## src/rtl/tsc_pkg.sv

```systemverilog
package tsc_pkg;
    typedef enum logic [1:0] {
        ST_IDLE  = 2'd0,
        ST_FETCH = 2'd1,
        ST_CMP   = 2'd2,
        ST_PUT   = 2'd3
    } tsc_state_e;
endpackage

```

## src/rtl/tsc_cmp.sv

```systemverilog
module tsc_cmp #(
    parameter int DATA_W = 8
) (
    input  logic [DATA_W-1:0] a_i,
    input  logic [DATA_W-1:0] b_i,
    output logic              gt_o
);
    // ripple adder of a and ~b with carry-in 0: carry out means a > b
    logic [DATA_W:0] c;
    assign c[0] = 1'b0;

    for (genvar i = 0; i < DATA_W; i++) begin : g_bit
        logic nb;
        assign nb     = ~b_i[i];
        assign c[i+1] = (a_i[i] & nb) | (a_i[i] & c[i]) | (nb & c[i]);
    end

    assign gt_o = c[DATA_W];
endmodule

```

## src/rtl/tsc_scan.sv

```systemverilog
module tsc_scan #(
    parameter int ADDR_W = 10
) (
    input  logic              clk,
    input  logic              rst_n,
    input  logic              split_i,
    output logic [ADDR_W-1:0] disp_addr_o,
    output logic              half_o
);
    localparam int MSB = ADDR_W - 1;

    typedef struct packed {
        logic [ADDR_W-1:0] cnt;
    } scan_t;

    scan_t scan_d, scan_q;

    always_comb begin
        scan_d     = scan_q;
        scan_d.cnt = scan_q.cnt + 1'b1;
    end

    always_ff @(posedge clk) begin
        if (!rst_n) scan_q <= '0;
        else        scan_q <= scan_d;
    end

    always_comb begin
        if (split_i) begin
            // first half of the period: upper (refresh) half; then lower (stored)
            disp_addr_o = {~scan_q.cnt[MSB], scan_q.cnt[MSB-1:0]};
            half_o      = scan_q.cnt[MSB];
        end else begin
            disp_addr_o = scan_q.cnt;
            half_o      = 1'b0;
        end
    end
endmodule

```

## src/rtl/tsc_ctrl.sv

```systemverilog
module tsc_ctrl
    import tsc_pkg::*;
#(
    parameter int ADDR_W = 10
) (
    input  logic              clk,
    input  logic              rst_n,
    input  logic              store_req,
    input  logic              gt_i,
    input  logic [ADDR_W-1:0] wr_addr_in,
    output logic [ADDR_W-1:0] mem_addr,
    output logic              mem_we,
    output logic              mux_sel,
    output logic              latch_load,
    output logic              busy,
    output logic              done,
    output logic              split_o
);
    localparam int PAIR_W = ADDR_W - 1;
    localparam logic [PAIR_W-1:0] LAST_PAIR = '1;

    typedef struct packed {
        tsc_state_e        st;
        logic [PAIR_W-1:0] k;
        logic              done;
        logic              split;
    } ctrl_t;

    ctrl_t ctrl_d, ctrl_q;

    always_comb begin
        ctrl_d      = ctrl_q;
        ctrl_d.done = 1'b0;
        unique case (ctrl_q.st)
            ST_IDLE: begin
                if (store_req) begin
                    ctrl_d.st = ST_FETCH;
                    ctrl_d.k  = '0;
                end
            end
            ST_FETCH: ctrl_d.st = ST_CMP;
            ST_CMP:   ctrl_d.st = ST_PUT;
            ST_PUT: begin
                if (ctrl_q.k == LAST_PAIR) begin
                    ctrl_d.st    = ST_IDLE;
                    ctrl_d.done  = 1'b1;
                    ctrl_d.split = 1'b1;
                end else begin
                    ctrl_d.st = ST_FETCH;
                    ctrl_d.k  = ctrl_q.k + 1'b1;
                end
            end
            default: ctrl_d.st = ST_IDLE;
        endcase
    end

    always_ff @(posedge clk) begin
        if (!rst_n) begin
            ctrl_q.st    <= ST_IDLE;
            ctrl_q.k     <= '0;
            ctrl_q.done  <= 1'b0;
            ctrl_q.split <= 1'b0;
        end else begin
            ctrl_q <= ctrl_d;
        end
    end

    always_comb begin
        mem_addr   = wr_addr_in;
        mem_we     = 1'b0;
        mux_sel    = 1'b0;
        latch_load = 1'b0;
        unique case (ctrl_q.st)
            ST_IDLE: begin
                mem_we = 1'b1;
                if (ctrl_q.split) mem_addr = {1'b1, wr_addr_in[ADDR_W-1:1]};
            end
            ST_FETCH: begin
                mem_addr   = {ctrl_q.k, 1'b0};
                latch_load = 1'b1;
            end
            ST_CMP: begin
                mem_addr   = {ctrl_q.k, 1'b1};
                mux_sel    = 1'b1;
                latch_load = gt_i;
            end
            ST_PUT: begin
                mem_addr = {1'b0, ctrl_q.k};
                mux_sel  = 1'b1;
                mem_we   = 1'b1;
            end
            default: ;
        endcase
    end

    assign busy    = (ctrl_q.st != ST_IDLE);
    assign done    = ctrl_q.done;
    assign split_o = ctrl_q.split;
endmodule

```

## src/rtl/trace_store_ctrl.sv

```systemverilog
module trace_store_ctrl #(
    parameter int ADDR_W = 10,
    parameter int DATA_W = 8
) (
    input  logic              clk,
    input  logic              rst_n,
    input  logic              store_req,
    input  logic [ADDR_W-1:0] wr_addr_in,
    input  logic [DATA_W-1:0] rd_data,
    input  logic [DATA_W-1:0] latch_q,
    output logic [ADDR_W-1:0] mem_addr,
    output logic              mem_we,
    output logic              mux_sel,
    output logic              latch_load,
    output logic [ADDR_W-1:0] disp_addr,
    output logic              scan_half,
    output logic              busy,
    output logic              done
);
    logic gt;
    logic split;

    tsc_cmp #(.DATA_W(DATA_W)) u_cmp (
        .a_i  (rd_data),
        .b_i  (latch_q),
        .gt_o (gt)
    );

    tsc_ctrl #(.ADDR_W(ADDR_W)) u_ctrl (
        .clk        (clk),
        .rst_n      (rst_n),
        .store_req  (store_req),
        .gt_i       (gt),
        .wr_addr_in (wr_addr_in),
        .mem_addr   (mem_addr),
        .mem_we     (mem_we),
        .mux_sel    (mux_sel),
        .latch_load (latch_load),
        .busy       (busy),
        .done       (done),
        .split_o    (split)
    );

    tsc_scan #(.ADDR_W(ADDR_W)) u_scan (
        .clk         (clk),
        .rst_n       (rst_n),
        .split_i     (split),
        .disp_addr_o (disp_addr),
        .half_o      (scan_half)
    );
endmodule

```

## config.mk

```make
export PLATFORM = sky130hd
export DESIGN_NAME = trace_store_ctrl
export DESIGN_NICKNAME = d
export VERILOG_FILES = /design/src/rtl/tsc_pkg.sv /design/src/rtl/tsc_cmp.sv /design/src/rtl/tsc_scan.sv /design/src/rtl/tsc_ctrl.sv /design/src/rtl/trace_store_ctrl.sv
export SDC_FILE = /design/constraint.sdc
export NUM_CORES = 1
export LEC_CHECK = 0
export BUFFER_PORTS_ARGS = -buffer_cell sky130_fd_sc_hd__buf_2
export CAP_MARGIN = 20
export CELL_PAD_IN_SITES_DETAIL_PLACEMENT = 0
export CELL_PAD_IN_SITES_GLOBAL_PLACEMENT = 2
export CORE_AREA = 2 2 83 85
export DETAILED_ROUTE_END_ITERATION = 12
export DIE_AREA = 0 0 85 87
export GPL_ROUTABILITY_DRIVEN = 0
export HOLD_SLACK_MARGIN = 0.05
export PLACE_DENSITY_LB_ADDON = 0.1
export SETUP_SLACK_MARGIN = 0.3
export SYNTH_ARGS = -nofsm -noshare
export SYNTH_HDL_FRONTEND = slang
export SYNTH_HIERARCHICAL = 1
export SYNTH_SLANG_ARGS = --single-unit
export TNS_END_PERCENT = 100
```

## constraint.sdc

```tcl
create_clock -name clk -period 1.8 [get_ports clk]
set_input_delay 0.36 -clock clk [delete_from_list [all_inputs] [get_ports clk]]
set_output_delay 0.36 -clock clk [all_outputs]
set_load 0.005 [all_outputs]
```

Word level (Yosys, flattened, before mapping)
Index checks and enable logic that the tools add are counted.
{"block": "totals", "ff_bits": 23, "out_inout_bits": 26, "wordCells": 79}
{"block": "op_classes", "n_addsub": 2, "eq_ne": 6, "n_mux": 13, "n_bitwise": 45, "reduce_logical": 8}
{"op": "$pmux W10 S4", "count": 1}
{"op": "$and A1 B1 Y1", "count": 22}
{"op": "$mux W10", "count": 2}
{"op": "$pmux W9 S2", "count": 1}
{"op": "$or A1 B1 Y1", "count": 14}
{"op": "$mux W11", "count": 1}
{"op": "$add A10 B1 Y10 const B", "count": 1}
{"op": "$add A9 B1 Y9 const B", "count": 1}
{"op": "$eq A9 B9 Y1 const B", "count": 1}
{"op": "$mux W9", "count": 1}
{"op": "$not A1 Y1", "count": 9}
{"op": "$pmux W2 S4", "count": 1}
{"op": "$eq A2 B2 Y1 const B", "count": 2}
{"op": "$mux W1", "count": 4}
{"op": "$ne A2 B2 Y1 const B", "count": 2}
{"op": "$reduce_and A2 Y1", "count": 2}
{"op": "$reduce_bool A2 Y1", "count": 2}
{"op": "$reduce_or A2 Y1", "count": 2}
{"op": "$reduce_and A3 Y1", "count": 1}
{"op": "$eq A2 B1 Y1 const B", "count": 1}
{"op": "$logic_not A2 Y1", "count": 1}
{"op": "$mux W2", "count": 1}
{"op": "$pmux W1 S2", "count": 1}

Longest topological paths before layout
{"block": "depth", "depth_word": 24, "mapped_depth": 8, "mapped_depth_nobuf": 7}

Modules after synthesis
Netlist, hierarchy kept.
{"mod": "tsc_ctrl", "n_inst": 1, "cells_per_inst": 122, "area_each_um2": 987.2}
{"mod": "tsc_scan", "n_inst": 1, "cells_per_inst": 53, "area_each_um2": 476.7}
{"mod": "tsc_cmp", "n_inst": 1, "cells_per_inst": 20, "area_each_um2": 125.1}

Worst setup path after synthesis
OpenSTA, ideal clock, no wires.
{"block": "synth_path", "kind": "register to output", "from": "register u_ctrl/ctrl_q[11] (netlist name)", "to": "output mem_addr[4]", "t_arrival_ns": 1.422, "t_required_ns": 1.440, "slack_ns": 0.018, "stages_incl_launch_ff": 7, "path_cell_list": "dfxtp_1 inv_1 ha_1 or2_2 clkbuf_1 a221oi_1 a21oi_1"}
{"block": "synth_between", "elab_chain_len": 2}
{"element": "start, declared", "line_no": "tsc_ctrl.sv:29", "rtl": "ctrl_t ctrl_d, ctrl_q;"}
{"element": "start signal, assigned", "line_no": "tsc_ctrl.sv:64", "rtl": "ctrl_q <= ctrl_d;"}
{"element": "$eq A2 B2 Y1 (tied with other cells)", "line_no": "tsc_ctrl.sv:73", "rtl": "unique case (ctrl_q.st)"}
{"element": "$pmux W10 S4 (*)", "line_no": "tsc_ctrl.sv:73"}
{"element": "end, declared", "line_no": "trace_store_ctrl.sv:11", "rtl": "output logic [ADDR_W-1:0] mem_addr,"}
Mark *: on every way between the ends. The rest lies on a longest branch, timed or not.

Final worst setup path
{"block": "layout_path", "from": "register u_ctrl/ctrl_q[11] (netlist name)", "to": "output mem_addr[2]"}
Same word-level chain as after synthesis.

==> impl_metrics.csv <==
group,metric,value,unit
critical_path,timing.rr.start,"u_ctrl/ctrl_q[12]$_SDFFE_PN0P_",
timing,fin_ws,-0.181,ns
power_and_ir_drop,ir_drop,710,uV
finish,drive_gt1_frac,0.508,
timing,rsz0062_at_grt,"yes",
route,vias,1655,
timing,fin_setup_tns,-1.50,ns
route,wl_met3,152,um
clock_network,cts_num_sinks,23,
yosys,synth.cell_area,1590,sq um
route,avgViaCountPerCell,4.84,
timing,finalHoldViolations,0,
critical_path,cp.required,1.44,ns
route,wl_per_cell,13.7,um
finish,multiInputGateArea,1220,sq um
timing,worst_slew_pin_slew,0.289,ns
yosys,synth_cells,195,
yosys,avgSynthCellArea,8.15,sq um
place,dp_slack,-0.128,ns
clock_network,cts_buffers,3,
global_routing,grt_max_degree,20,
floorplan,core,6570,sq um
critical_path,reg2reg_slack,0.11,ns
min_path,hold_path_class,"in2reg",
yosys,synth_cell_types,41,
route,drc,0,
route,drt_iter0_markers,53,
yosys,syn-num-nets,233,
critical_path,reg2reg_depth,8,
floorplan,die_w,85,um
clock_network,clockBufferDepth,2,
floorplan,die_y,87,um
finish,layout.nets,301,
route,first_pass_iters,4,
floorplan,io_pins,55,
critical_path,crit_fanout,5,
timing,maxSlewHeadroom,0.807,
global_routing,gr-usage-all-layers,0.128,
route,wl_met2,2.45,mm
timing,min_period,1.98,ns
finish,regArea,472,sq um
floorplan,initial_core_util,0.242,
min_path,hp-start,"rst_n",
critical_path,worst_setup_path_start_kind,"flip-flop",
run,maxCapViolations,0,
critical_path,crit_arrival,1.62,ns
finish,layout.cells.non_filler,342,
floorplan,rows,30,
place,dp_hpwl,3.51,mm
global_routing,antenna_found_initial,0,
yosys,netlist.top_cell.by_area,"dfxtp_1",
timing,slew_viol_final,0,
power_and_ir_drop,fin_total_pwr,0.00243,W
power_and_ir_drop,cellLeakagePower,0.993,nW
place,dpl.cell_count,324,
global_routing,grt_overflow,0,
finish,num_antenna_cells,0,
outcome,status,"finished, violations left",
floorplan,dieArea,7400,sq um
critical_path,end_kind,"output pin",
route,met1_length,2.05,mm
clock_network,clkLatencyLatePin,0.27,ns
route,finalWirelength,4.68,mm
yosys,ys.flop_type,"dfxtp_1",
timing,finalSetupViolations,12,
yosys,synth-async-reset-ratio,0,
min_path,min_to,"u_ctrl/ctrl_q[10]$_SDFFE_PN0P_",
yosys,ys_ff_latch,23,
clock_network,htree_num_levels,1,
yosys,synth.top_cell.area_share,0.290,
clock_network,clock-root-buffer,"clkbuf_8",
place,io_buffers,54,
clock_network,clkTransAtPathRegs,0.09,ns
outcome,failed_checks,"setup timing",
critical_path,criticalPathCategory,"reg2out",
min_path,hold_depth,2,
critical_path,r2r_end,"u_ctrl/ctrl_q[9]$_SDFFE_PN0P_",
yosys,yosysWarnings,6,
yosys,synth_seq_area_share,0.290,
timing,fmax,0.505,GHz
route,topRoutingLayerUsed,"met4",
yosys,ys_top_cells_by_area,"dfxtp_1 (29%), mux2i_1 (8.8%), ha_1 (7.1%)",
route,drtAntennaViolNets,0,
clock_network,cts_tree,"built",
finish,fillers,686,
finish,syn_to_final_growth,54.6,%
power_and_ir_drop,powerDensity,989,nW/um^2
global_routing,grt_pass1_vias,1572,
timing,timing.final.crit_share,1.10,
yosys,synth_edf_count,0,
global_routing,grt_pass1_wl,7.62,mm
yosys,yosysMostFrequentCell,"dfxtp_1",
yosys,synth_common_cells,"dfxtp_1 (23), a21oi_1 (22), mux2i_1 (14)",
timing,finClkSkew,0.00309,ns
timing,hold_slack,0.453,ns
## worst max path at each step
stage | start | to | slack [ns] | cells past startpoint
after floorplan | u_ctrl/ctrl_q[5]$_SDFFE_PN0P_ | u_ctrl/ctrl_q[5]$_SDFFE_PN0P_ | 0.18 | 7
after global placement | latch_q[3] | latch_load | -0.13 | 9
after detailed placement | latch_q[3] | latch_load | -0.13 | 9
after CTS | u_ctrl/ctrl_q[12]$_SDFFE_PN0P_ | mem_addr[1] | -0.18 | 6
after global routing | u_ctrl/ctrl_q[11]$_SDFFE_PN0P_ | mem_addr[4] | -0.27 | 6
final | u_ctrl/ctrl_q[11]$_SDFFE_PN0P_ | mem_addr[2] | -0.18 | 6
## layout by cell type (no fill, tap or decap), types with 3 or more instances in the layout
cell / synthesis / routed
buf_4: 9 / 17
a221oi_2: 1 / 7
buf_6: 1 / 7
nand3_1: 13 / 12
nand2b_1: 4 / 4
o21ai_0: 8 / 6
buf_12: 0 / 3
a21oi_1: 22 / 17
clkbuf_8: 0 / 3
nand2_1: 4 / 4
o31ai_1: 4 / 3
nor4_4: 0 / 3
ha_4: 0 / 5
mux2i_1: 14 / 14
dfxtp_2: 0 / 3
ha_1: 9 / 4
buf_2: 2 / 52
dfxtp_1: 23 / 18
nor2_1: 11 / 9
a21oi_2: 0 / 5
nand3b_1: 5 / 5
inv_1: 13 / 10
## critical path, cell delays in order, from the launching register on
cell and delay, ns:
dfxtp_4 0.39, inv_4 0.05, ha_4 0.17, or2_4 0.29, a221oi_4 0.27, a21oi_2 0.04
buf_2 0.13
## area by class of cell
| type | instances | area share |
|---|---|---|
| clock buffers | 3 | 0.0168 |
| clock inverters | 1 | 0.00204 |
| inverters | 16 | 0.0295 |
| multi-input cells | 139 | 0.498 |
| flip-flops and latches | 23 | 0.192 |
| well taps | 80 | 0.0407 |
| repair buffers | 80 | 0.220 |
## sequential cells by signal, indices dropped and copies added, names as in the netlist
register        cells
u_ctrl/ctrl_q      11
u_scan/scan_q      10
u_ctrl/done         1
u_ctrl/split_o      1
## metrics by stage
stage                     utilization  area, sq um
after floorplan                     -         1770
after global placement          0.323         2120
after detailed placement        0.323         2120
after CTS                       0.351         2300
after global routing            0.374         2460
final                           0.374         2460
## where the power goes
part	leakage (nW)	internal, W	switching [W]
Sequential	0.189	0.000549	0.0000493
Clock	0.0255	0.000155	0.000178
Combinational	0.779	0.000755	0.000744
## timing repair
| action | 4_1_cts | 5_1_grt |
|---|---|---|
| gates resized for setup | 17 | 23 |
| buffers inserted | 7 | 5 |
| setup endpoints to repair | 24 | 25 |
| hold buffers | 0 | 0 |
| pin swaps | 7 | 13 |
| cloned | 2 | 0 |
## kinds of logic after synthesis
logic type | share of synthesized area
flops | 0.290
xor+xnor | 0.0165
compound gates | 0.208
fa+ha+maj | 0.0772
simple gates | 0.209
mux | 0.0882
buf+inv | 0.111
## routing by layer
metal / vias to the layer above / GRT usage
met5: - / 0
met4: 0 / 0.0303
met3: 2 / 0.0218
met2: 30 / 0.232
met1: 778 / 0.158
li1: 845 / -
(Power assumes the default switching activity.)
